$ cat src/rtl/rfl_pkg.sv
package rfl_pkg;
    typedef enum logic [1:0] {
        ST_HUNT   = 2'd0,
        ST_VERIFY = 2'd1,
        ST_LOCKED = 2'd2
    } rfl_state_e;
endpackage

$ cat src/rtl/rfl_slot_sampler.sv
module rfl_slot_sampler #(
    parameter int OVS = 4
) (
    input  logic clk,
    input  logic rst_n,
    input  logic rx_bit,
    output logic bit_stb,
    output logic bit_val
);
    localparam int PH_W = (OVS > 1) ? $clog2(OVS) : 1;
    localparam logic [PH_W-1:0] LAST_PH   = PH_W'(OVS - 1);
    localparam logic [PH_W-1:0] SAMPLE_PH = PH_W'(OVS / 2);

    logic [PH_W-1:0] ph_q;
    logic            rx_q;

    always_ff @(posedge clk or negedge rst_n) begin
        if (!rst_n) begin
            ph_q <= '0;
            rx_q <= 1'b0;
        end else begin
            rx_q <= rx_bit;
            ph_q <= (ph_q == LAST_PH) ? '0 : ph_q + 1'b1;
        end
    end

    assign bit_stb = (ph_q == SAMPLE_PH);
    assign bit_val = rx_q;
endmodule

$ cat src/rtl/rfl_shift.sv
module rfl_shift #(
    parameter int W = 10
) (
    input  logic         clk,
    input  logic         rst_n,
    input  logic         stb,
    input  logic         din,
    output logic [W-1:0] sh
);
    always_ff @(posedge clk or negedge rst_n) begin
        if (!rst_n)   sh <= '0;
        else if (stb) sh <= {sh[W-2:0], din};
    end
endmodule

$ cat src/rtl/rfl_slot_ctr.sv
module rfl_slot_ctr #(
    parameter int FRAME_W = 12
) (
    input  logic                       clk,
    input  logic                       rst_n,
    input  logic                       stb,
    input  logic                       seed,
    output logic [$clog2(FRAME_W)-1:0] pos,
    output logic [$clog2(FRAME_W)-1:0] pos_nxt
);
    localparam int POS_W = $clog2(FRAME_W);
    localparam logic [POS_W-1:0] LAST = POS_W'(FRAME_W - 1);
    localparam logic [POS_W-1:0] SEED_POS = POS_W'(1);

    assign pos_nxt = (pos == LAST) ? '0 : pos + 1'b1;

    always_ff @(posedge clk or negedge rst_n) begin
        if (!rst_n)   pos <= '0;
        else if (stb) pos <= seed ? SEED_POS : pos_nxt;
    end
endmodule

$ cat src/rtl/rx_frame_lock.sv
module rx_frame_lock
    import rfl_pkg::*;
#(
    parameter int OVS         = 4,
    parameter int DATA_W      = 10,
    parameter int LOCK_FRAMES = 4,
    parameter int MISS_FRAMES = 2
) (
    input  logic              clk,
    input  logic              rst_n,
    input  logic              rx_bit,
    output logic              lock_n,
    output logic              sync_req,
    output logic [DATA_W-1:0] word_data,
    output logic              word_valid,
    output logic              rclk_out
);
    localparam int FRAME_W = DATA_W + 2;
    localparam int POS_W   = $clog2(FRAME_W);
    localparam int HIT_W   = $clog2(LOCK_FRAMES + 1);
    localparam int MISS_W  = $clog2(MISS_FRAMES + 1);
    localparam logic [POS_W-1:0]  CHK_POS  = POS_W'(1);
    localparam logic [POS_W-1:0]  END_POS  = POS_W'(FRAME_W - 1);
    localparam logic [POS_W-1:0]  HALF_POS = POS_W'(FRAME_W / 2);
    localparam logic [HIT_W-1:0]  HIT_LAST = HIT_W'(LOCK_FRAMES - 1);
    localparam logic [MISS_W-1:0] MISS_LAST = MISS_W'(MISS_FRAMES - 1);

    rfl_state_e        state_q, state_d;
    logic              bit_stb, bit_val;
    logic [DATA_W-1:0] sh;
    logic [POS_W-1:0]  pos, pos_nxt;
    logic [HIT_W-1:0]  hit_q;
    logic [MISS_W-1:0] miss_q;
    logic              pair_ok, at_chk, at_end, seed;
    logic [DATA_W-1:0] word_d;
    logic              lock_n_q;

    rfl_slot_sampler #(.OVS(OVS)) u_smp (
        .clk(clk), .rst_n(rst_n), .rx_bit(rx_bit),
        .bit_stb(bit_stb), .bit_val(bit_val)
    );

    rfl_shift #(.W(DATA_W)) u_sh (
        .clk(clk), .rst_n(rst_n), .stb(bit_stb), .din(bit_val), .sh(sh)
    );

    rfl_slot_ctr #(.FRAME_W(FRAME_W)) u_pos (
        .clk(clk), .rst_n(rst_n), .stb(bit_stb), .seed(seed),
        .pos(pos), .pos_nxt(pos_nxt)
    );

    // high clock slot just before, low clock slot now
    assign pair_ok = sh[0] & ~bit_val;
    assign at_chk  = bit_stb && (pos_nxt == CHK_POS);
    assign at_end  = bit_stb && (pos_nxt == END_POS);
    assign seed    = (state_q == ST_HUNT) && pair_ok;

    // slot 2 lands in bit 0 of the word
    always_comb begin
        for (int i = 0; i < DATA_W; i++) begin
            word_d[i] = (i == 0) ? bit_val : sh[i-1];
        end
        word_d = {<<{word_d}};
    end

    always_comb begin
        state_d = state_q;
        unique case (state_q)
            ST_HUNT: begin
                if (bit_stb && pair_ok) state_d = ST_VERIFY;               // seed
            end
            ST_VERIFY: begin
                if (at_chk) begin
                    if (!pair_ok)               state_d = ST_HUNT;          // reject
                    else if (hit_q == HIT_LAST) state_d = ST_LOCKED;        // commit
                end
            end
            ST_LOCKED: begin
                if (at_chk && !pair_ok && miss_q == MISS_LAST) state_d = ST_HUNT; // drop
            end
            default: state_d = ST_HUNT;
        endcase
    end

    // state register and frame counters
    always_ff @(posedge clk or negedge rst_n) begin
        if (!rst_n) begin
            state_q <= ST_HUNT;
            hit_q   <= '0;
            miss_q  <= '0;
        end else begin
            state_q <= state_d;
            if (state_q == ST_HUNT && bit_stb && pair_ok) hit_q <= HIT_W'(1);
            else if (state_q == ST_VERIFY && at_chk && pair_ok) hit_q <= hit_q + 1'b1;
            if (state_q != ST_LOCKED) miss_q <= '0;
            else if (at_chk) miss_q <= pair_ok ? '0 : miss_q + 1'b1;
        end
    end

    // outputs
    always_ff @(posedge clk or negedge rst_n) begin
        if (!rst_n) begin
            lock_n_q   <= 1'b1;
            word_valid <= 1'b0;
            word_data  <= '0;
            rclk_out   <= 1'b0;
        end else begin
            lock_n_q   <= (state_d != ST_LOCKED);
            word_valid <= 1'b0;
            if (state_d != ST_LOCKED) begin
                word_data <= '0;
                rclk_out  <= 1'b0;
            end else begin
                if (state_q == ST_LOCKED && at_end) begin
                    word_valid <= 1'b1;
                    word_data  <= word_d;
                end
                if (bit_stb) rclk_out <= (pos_nxt < HALF_POS);
            end
        end
    end

    assign lock_n   = lock_n_q;
    assign sync_req = lock_n_q;
endmodule

$ cat config.mk
export PLATFORM = sky130hd
export DESIGN_NAME = rx_frame_lock
export DESIGN_NICKNAME = d
export VERILOG_FILES = /design/src/rtl/rfl_pkg.sv /design/src/rtl/rfl_slot_sampler.sv /design/src/rtl/rfl_shift.sv /design/src/rtl/rfl_slot_ctr.sv /design/src/rtl/rx_frame_lock.sv
export SDC_FILE = /design/constraint.sdc
export NUM_CORES = 1
export LEC_CHECK = 0
export ABC_CLOCK_PERIOD_IN_PS = 2600
export BUFFER_PORTS_ARGS = -buffer_cell sky130_fd_sc_hd__buf_2
export CORE_MARGIN = 4
export CORE_UTILIZATION = 45
export CTS_CLUSTER_SIZE = 20
export DETAILED_ROUTE_END_ITERATION = 16
export HOLD_SLACK_MARGIN = 0.05
export SLEW_MARGIN = 20
export SYNTH_ARGS = -nofsm -noshare
export SYNTH_HDL_FRONTEND = slang
export SYNTH_SLANG_ARGS = --single-unit
$ cat constraint.sdc
create_clock -name clk -period 2.6 [get_ports clk]
set_input_delay 0.78 -clock clk [delete_from_list [all_inputs] [get_ports clk]]
set_output_delay 0.78 -clock clk [all_outputs]
set_load 0.01 [all_outputs]
* After elaboration in Yosys (flattened, before gate mapping)
Cells that the tools add are included.
Operators by class: add/subtract/negate cells 4, magnitude comparators 1, equal/unequal tests 11, mux-type cells 20, bitwise operators 2, reduce and logical (&&, ||, !) cells 17
Operators with widths (number):
- 10-bit two-way mux | 2
- 2-bit two-way mux | 9
- 1-bit logical AND | 11
- 4-bit == test (second input constant) | 2
- 4-bit two-way mux | 2
- 2-bit nonzero test | 4
- 2-bit == test (second input constant) | 3
- 3-bit two-way mux | 2
- 2-bit case mux with 3 select lines | 1
- 2-bit by 1-bit adder with 2-bit output (second input constant) | 2
- 4-bit by 1-bit adder with 4-bit output (second input constant) | 1
- 2-bit by 1-bit == test with 1-bit output (second input constant) | 2
- 4-bit by 1-bit == test with 1-bit output (second input constant) | 1
- 4-bit by 3-bit < comparator with 1-bit output (second input constant) | 1
- 1-bit two-way mux | 4
- 2-bit != test (second input constant) | 2
- 3-bit by 1-bit adder with 3-bit output (second input constant) | 1
- 3-bit by 2-bit == test with 1-bit output (second input constant) | 1
- 2-bit logical NOT | 1
- 1-bit AND | 1
- 1-bit logical NOT | 1
- 1-bit inverter | 1
Word-level totals: register bits after elaboration 36, input bits 3, output and inout port bits 14, word-level logic and storage cells 66

* Longest topological paths before layout
Gate-level depths: netlist of run 1.
depth after elaboration 10, gate-level depth with buffers 7, gate-level depth less buffers 6

* Modules after synthesis
A second synthesis of run 1 with hierarchy kept.
Second synthesis, totals: cell total of the unflattened synthesis 155, area, all modules 1800.5 µm²
Modules (own cells, without submodules):
- rx_frame_lock | instances 1, cells each 101, area each 1011.0 µm², sequential area each 501.7 µm²
- rfl_shift | instances 1, cells each 21, area each 411.6 µm², sequential area each 250.2 µm²
- rfl_slot_ctr | instances 1, cells each 25, area each 266.5 µm², sequential area each 100.1 µm²
- rfl_slot_sampler | instances 1, cells each 8, area each 111.4 µm², sequential area each 75.1 µm²

* Worst setup path after synthesis of run 1
OpenSTA, ideal clock, no wires.
kind flip-flop to flip-flop, start register u_pos.pos[0], end register word_data[2], setup time 0.094 ns, data arrival time 1.713 ns, required time 2.506 ns, path slack 0.793 ns, cell stages (with the launch flop) 7, buffers on the path 1, period minus slack after synthesis 1.807 ns, cell sequence dfrtp_1 ha_1 o21a_1 o211a_4 a41o_4 buf_6 a221oi_2
On the way: cells in the longest elaborated chain, start to end 10, elaborated cells on any way between the ends 16, those cells by class add/sub (1); eq/ne (4); mux (5); reduce/logical (6)
Ends and longest elaborated chain:
- start: declaration | RTL line rfl_slot_ctr.sv:8 | output logic [$clog2(FRAME_W)-1:0] pos,
- start signal: assignment | RTL line rfl_slot_ctr.sv:19 | else if (stb) pos <= seed ? SEED_POS : pos_nxt;
- 4-bit by 1-bit adder with 4-bit output / 4-bit == test (equally long branches) | RTL line rfl_slot_ctr.sv:15 | assign pos_nxt = (pos == LAST) ? '0 : pos + 1'b1;
- 4-bit two-way mux * | RTL line rfl_slot_ctr.sv:15
- 4-bit by 1-bit == test with 1-bit output | RTL line rx_frame_lock.sv:54 | assign at_chk = bit_stb && (pos_nxt == CHK_POS);
- 1-bit logical AND | RTL line rx_frame_lock.sv:54
- 1-bit logical AND (2 in a row) | RTL line rx_frame_lock.sv:79 | if (at_chk && !pair_ok && miss_q == MISS_LAST) state_d = ST_HUNT;
- 2-bit two-way mux | RTL line rx_frame_lock.sv:79
- 2-bit case mux with 3 select lines | RTL line rx_frame_lock.sv:68 | unique case (state_q)
- 2-bit != test | RTL line rx_frame_lock.sv:110 | if (state_d != ST_LOCKED) begin
- 10-bit two-way mux / 2-bit nonzero test (equally long branches)
- end signal: assignment | RTL line rx_frame_lock.sv:116 | word_data <= word_d;
- end: declaration | RTL line rx_frame_lock.sv:14 | output logic [DATA_W-1:0] word_data,
Every way passes the cells marked *; elsewhere a longest branch is shown, timed or not. A chain may end at the register's enable or synchronous reset.

* Final worst setup path of run 1
start register u_pos.pos[0], end register word_data[7]
The elaborated chain is that of the path after synthesis.

==> results of run 1 <==
## critical path: stages (launching register included)
cell	delay [ns]
dfrtp_1	0.43
ha_1	0.34
o21a_1	0.20
o211a_4	0.20
nand3_2	0.32
a221oi_2	0.40
## metal layers
layer  wire [um]  GRT usage [%]
met1        1770           21.8
met2        1790           23.3
met3         189           5.10
met4          69           7.79
met5           0              0
## logic make-up after synthesis
| group | synth area share, % |
|---|---|
| AOI/OAI and AO/OA | 23.7 |
| and+or+nand+nor | 15.0 |
| DFF | 47.8 |
| buffers and inverters | 8.16 |
| adders and majority gates | 5.31 |
## path summary, 6_finish.rpt
| kind | from | to | slack, ns | depth (start not counted) |
|---|---|---|---|---|
| max | u_pos.pos[0] | word_data[7] | 0.60 | 5 |
| min | u_smp.ph_q[0] | u_smp.ph_q[0] | 0.45 | 1 |
| max reg2reg | u_pos.pos[0] | word_data[7] | 0.60 | 5 |
| min reg2reg | u_smp.ph_q[0] | u_smp.ph_q[0] | 0.45 | 1 |
| max in group asynchronous | rst_n | word_data[2] | 1.53 | 1 |
| min in group asynchronous | rst_n | u_pos.pos[3] | 0.57 | 1 |
## metrics by stage
stage / total power (W) / worst slack, ns / utilization (%)
floorplan: 0.000970 / 0.793 / -
global placement: 0.00103 / 0.661 / 48.9
detailed placement: 0.00104 / 0.603 / 48.9
CTS: 0.00146 / 0.588 / 51.3
global route: 0.00155 / 0.398 / 51.3
finish: 0.00145 / 0.600 / 51.3
## power by group
group	total [W]	internal, W	switching, W
sequential	0.000715	0.000616	0.0000993
combinational	0.000320	0.000134	0.000187
clock	0.000414	0.000215	0.000198
## placed cells by master (no fill, tap or decap), types with 4 or more instances in the layout
cell type	count
o21ai_0	14
nand2_1	15
ha_1	8
a221oi_2	9
nor3_1	10
a21oi_1	6
buf_2	16
clkbuf_8	6
nand2b_1	4
inv_1	20
dfrtp_1	35
## cell type report
| class | count | area, sq um |
|---|---|---|
| fill | 366 | 1960 |
| sequential | 36 | 902 |
| multi-input combinational | 108 | 830 |
| timing repair buffer | 19 | 103 |
| clock buffer | 7 | 86.3 |
| inverter | 20 | 75.1 |
| tap | 50 | 62.6 |
| clock inverter | 1 | 7.51 |
## sequential cells by signal (all words and copies together) (netlist names)
name / count
word_data: 10
u_sh.sh: 9
u_pos.pos: 4
hit_q: 3
miss_q: 2
state_q: 2
u_smp.ph_q: 2
lock_n: 1
rclk_out: 1
u_smp.bit_val: 1
word_valid: 1
==> flow_metrics.py, run 1 <==
metrics = {
    "outcome": {
        "status": "finished, final reports clean",
    },
    "timing": {
        "rsz0062_at_grt": "false",
        "tightestPinTransition_ns": 0.947,
        "max_freq_mhz": 500,
        "finClkSkew_ns": 0.00382,
        "setup_violations": 0,
        "finalCriticalPeriod_ns": 2.00,
        "timing.final.crit_share_pct": 76.9,
        "drv_slew": 0,
        "timing.setup.tns_ns": 0,
        "slew_headroom_pct": 35.9,
        "hold_ws_ns": 0.448,
        "final_hold_viol_count": 0,
    },
    "synthesis": {
        "synthArstFlopShare_pct": 100,
        "synth_nets": 187,
        "avgSynthCellArea_sq_um": 10.7,
        "synth.area.top_cells": "dfrtp_1 46%, a221oi_2 7.2%, ha_1 5.3%",
        "yosysSeqAreaShare_pct": 47.8,
        "synth.most_common_cell": "dfrtp_1",
        "yosys_most_used_dff": "dfrtp_1",
        "synth.top_cell.area_share_pct": 46.4,
        "yosys.area.top_type": "dfrtp_1",
        "synth-seq-cells": 36,
        "synthesis.area_sq_um": 1890,
        "synth_edf_count": 0,
        "synth_cell_types": 46,
        "synthCells": 176,
        "yosys_warnings": 0,
        "synthTopCellsByCount": "35 x dfrtp_1, 20 x inv_1, 15 x nand2_1",
    },
    "detailed_routing": {
        "postRouteAntennaNets": 0,
        "avgViaCountPerCell": 5.78,
        "drc": 0,
        "vias": 1394,
        "wl_per_cell_um": 15.8,
        "postRouteWirelength_um": 3820,
        "drtIter0Drc": 73,
        "firstDrtPassIters": 4,
    },
    "clock_network": {
        "clockBufferDepth": 2,
        "cts_sinks": 36,
        "numCtsBuffers": 5,
        "postCtsHoldBufs": 0,
        "clk_pin_slew_ns": 0.07,
        "clkLatencyLatePin_ns": 0.29,
        "post_cts_buffers": 0,
        "cts_tree": "done",
        "root_buffer": "clkbuf_8",
        "ctsResizeCount": 0,
        "h-tree-depth": 2,
    },
    "cells_and_area": {
        "antenna_cells": 0,
        "final_nets": 201,
        "fin_area_sq_um": 2070,
        "syn2layout_area_growth_pct": 9.56,
        "layout-drive-gt1-share_pct": 22.5,
        "final_cells": 241,
    },
    "global_routing": {
        "grt_max_degree": 37,
        "antenna_found_initial": 0,
        "grtUsageTotal_pct": 16.1,
        "grt_pass1_vias": 1387,
        "grt_pass1_wl_um": 6600,
        "gr-total-overflow": 0,
    },
    "placed_design": {
        "post-place-cells": 233,
        "routabilityCongestion": 0.775,
        "port_buffers": 16,
        "dp_hpwl_um": 2610,
        "place_area_sq_um": 1970,
    },
    "die": {
        "coreArea_sq_um": 4030,
        "rows": 23,
        "dieArea_sq_um": 5290,
        "start_util_pct": 46.8,
        "dieHeight_um": 72.7,
        "ios": 17,
        "die_w_um": 72.7,
    },
    "pwr": {
        "p_per_area_nw_per_um2": 702,
        "ir_drop_mv": 0.258,
        "p_leak_nw": 0.948,
    },
    "worst_setup_path": {
        "worstPathMaxFanout": 13,
        "cp-start-kind": "flip-flop",
        "endpoint_kind": "flip-flop",
        "critPathRequiredTime_ns": 2.80,
        "crit_type": "flip-flop to flip-flop",
        "arrival_ns": 2.20,
    },
    "min_path": {
        "hold_class": "flip-flop to flip-flop",
    },
    "flow_run": {
        "max_cap_viol_count": 0,
    },
}
(Power assumes the default switching activity.)
==> run 2, diff against run 1 <==
--- a/config.mk
+++ b/config.mk
@@ -5,7 +5,7 @@
 export SDC_FILE = /design/constraint.sdc
 export NUM_CORES = 1
 export LEC_CHECK = 0
-export ABC_CLOCK_PERIOD_IN_PS = 2600
+export ABC_CLOCK_PERIOD_IN_PS = 2100
 export BUFFER_PORTS_ARGS = -buffer_cell sky130_fd_sc_hd__buf_2
 export CORE_MARGIN = 4
 export CORE_UTILIZATION = 45
==> constraint.sdc (replaced) <==
create_clock -name clk -period 2.1 [get_ports clk]
set_input_delay 0.63 -clock clk [delete_from_list [all_inputs] [get_ports clk]]
set_output_delay 0.63 -clock clk [all_outputs]
set_load 0.01 [all_outputs]
==> flow_metrics.py, run 2 (synthesis results as in run 1) <==
metrics = {
    "outcome": {
        "status": "finished, final reports clean",
    },
    "worst_setup_path": {
        "worstPathMaxFanout": 8,
        "regToRegStartpoint": "u_pos.pos[0]",
        "r2r_setup_slack_ns": 0.13,
        "arrival_ns": 2.14,
        "crit_start": "u_pos.pos[0]",
        "cp-start-kind": "flip-flop",
        "crit_type": "flip-flop to flip-flop",
        "critPathRequiredTime_ns": 2.27,
        "endpoint_kind": "flip-flop",
    },
    "detailed_routing": {
        "avgViaCountPerCell": 5.68,
        "wl_per_cell_um": 15.7,
        "vias": 1402,
        "postRouteWirelength_um": 3880,
        "drtIter0Drc": 54,
        "drc": 0,
        "postRouteAntennaNets": 0,
        "firstDrtPassIters": 4,
    },
    "cells_and_area": {
        "final_nets": 207,
        "layout-drive-gt1-share_pct": 25.4,
        "final_cells": 247,
        "top_regs": "word_data x10, u_sh.sh x9, u_pos.pos x4",
        "fin_util_pct": 52.6,
        "syn2layout_area_growth_pct": 12.3,
        "regMostFlops": "word_data",
        "layout_commonest_cell": "dfrtp_1",
        "antenna_cells": 0,
        "final_cell_mix": "35 x dfrtp_1, 20 x inv_1, 16 x buf_2, 15 x nand2_1, 14 x o21ai_0",
        "largest_reg_flops": 10,
    },
    "die": {
        "die_w_um": 72.7,
        "rows": 23,
        "dieHeight_um": 72.7,
        "start_util_pct": 46.8,
        "dieArea_sq_um": 5290,
        "ios": 17,
        "coreArea_sq_um": 4030,
    },
    "timing": {
        "drv_slew": 0,
        "setup_violations": 0,
        "final_hold_viol_count": 0,
        "timing.final.crit_share_pct": 93.7,
        "finClkSkew_ns": 0.00220,
        "rsz0062_at_grt": "false",
        "tightestPinTransition_ns": 0.463,
        "worst_slack_ns": 0.132,
        "timing.setup.tns_ns": 0,
        "finalCriticalPeriod_ns": 1.97,
        "slew_headroom_pct": 69.1,
        "max_freq_mhz": 508,
    },
    "clock_network": {
        "clkLatencyLatePin_ns": 0.29,
        "root_buffer": "clkbuf_8",
        "clk_pin_slew_ns": 0.07,
        "clockBufferDepth": 2,
        "post_cts_buffers": 0,
        "cts_tree": "done",
        "h-tree-depth": 2,
        "cts_sinks": 36,
        "numCtsBuffers": 5,
    },
    "global_routing": {
        "grtUsageMet2_pct": 26.1,
        "gr-total-overflow": 0,
        "grtUsageTotal_pct": 16.0,
        "top_usage_layer": "met2",
        "grt_pass1_vias": 1406,
        "antenna_found_initial": 0,
        "grt_pass1_wl_um": 6550,
        "grt_max_degree": 37,
        "grtUsageMet1_pct": 20.6,
        "grtUsageMet3_pct": 4.13,
    },
    "placed_design": {
        "post-place-cells": 239,
        "dp_hpwl_um": 2640,
        "port_buffers": 16,
        "routabilityCongestion": 0.748,
        "pre_cts_ws_ns": 0.0827,
    },
    "pwr": {
        "total_power_w": 0.00183,
        "ir_drop_mv": 0.411,
        "p_leak_nw": 0.980,
        "p_per_area_nw_per_um2": 865,
    },
    "flow_run": {
        "max_cap_viol_count": 0,
    },
    "min_path": {
        "hold_class": "input pin to asynchronous set/reset pin",
    },
}
[run 2: final timing paths]
kind	to	cells past startpoint
min in group clk	u_smp.bit_val	1
worst max register to register	hit_q[1]	5
worst max-delay path	hit_q[1]	5
max in group asynchronous	lock_n	2
worst min register to register	u_smp.ph_q[0]	1
worst min-delay path	u_pos.pos[3]	2
[run 2: power breakdown]
group | internal (W) | switching, W
logic | 0.000190 | 0.000282
clock network | 0.000267 | 0.000248
registers | 0.000763 | 0.0000822
total | 0.00122 | 0.000612
[run 2: per-layer routing]
metal | share of wire, % | wire length (um)
met5 | 0 | 0
met1 | 47 | 1810
met4 | 1.4 | 55
met2 | 48 | 1870
met3 | 3.8 | 146
[run 2: area by class of cell]
| class | count | area, sq um |
|---|---|---|
| clock buffers | 7 | 86.3 |
| clock inverters | 1 | 7.51 |
| fillers | 371 | 1910 |
| inverters | 20 | 75.1 |
| multi-input cells | 108 | 837 |
| flip-flops and latches | 36 | 902 |
| well taps | 50 | 62.6 |
| repair buffers | 25 | 148 |
[run 2: stage by stage]
step	cell area [sq um]	hold slack, ns
after floorplan	1890	0.334
after global placement	2020	0.436
after detailed placement	2020	0.440
after CTS	2110	0.390
after global routing	2120	0.421
final	2120	0.382
[run 2: worst max-delay path, stage by stage (launching register included)]
cell	delay [ns]
dfrtp_1	0.44
ha_1	0.32
o21a_1	0.17
o211ai_1	0.40
nor2_1	0.18
a221o_1	0.35
[run 2: timing repair]
action / in CTS / in global routing
endpoints found under the setup margin: 0 / 7
gates resized for setup: 0 / 2
hold buffers: 0 / 0
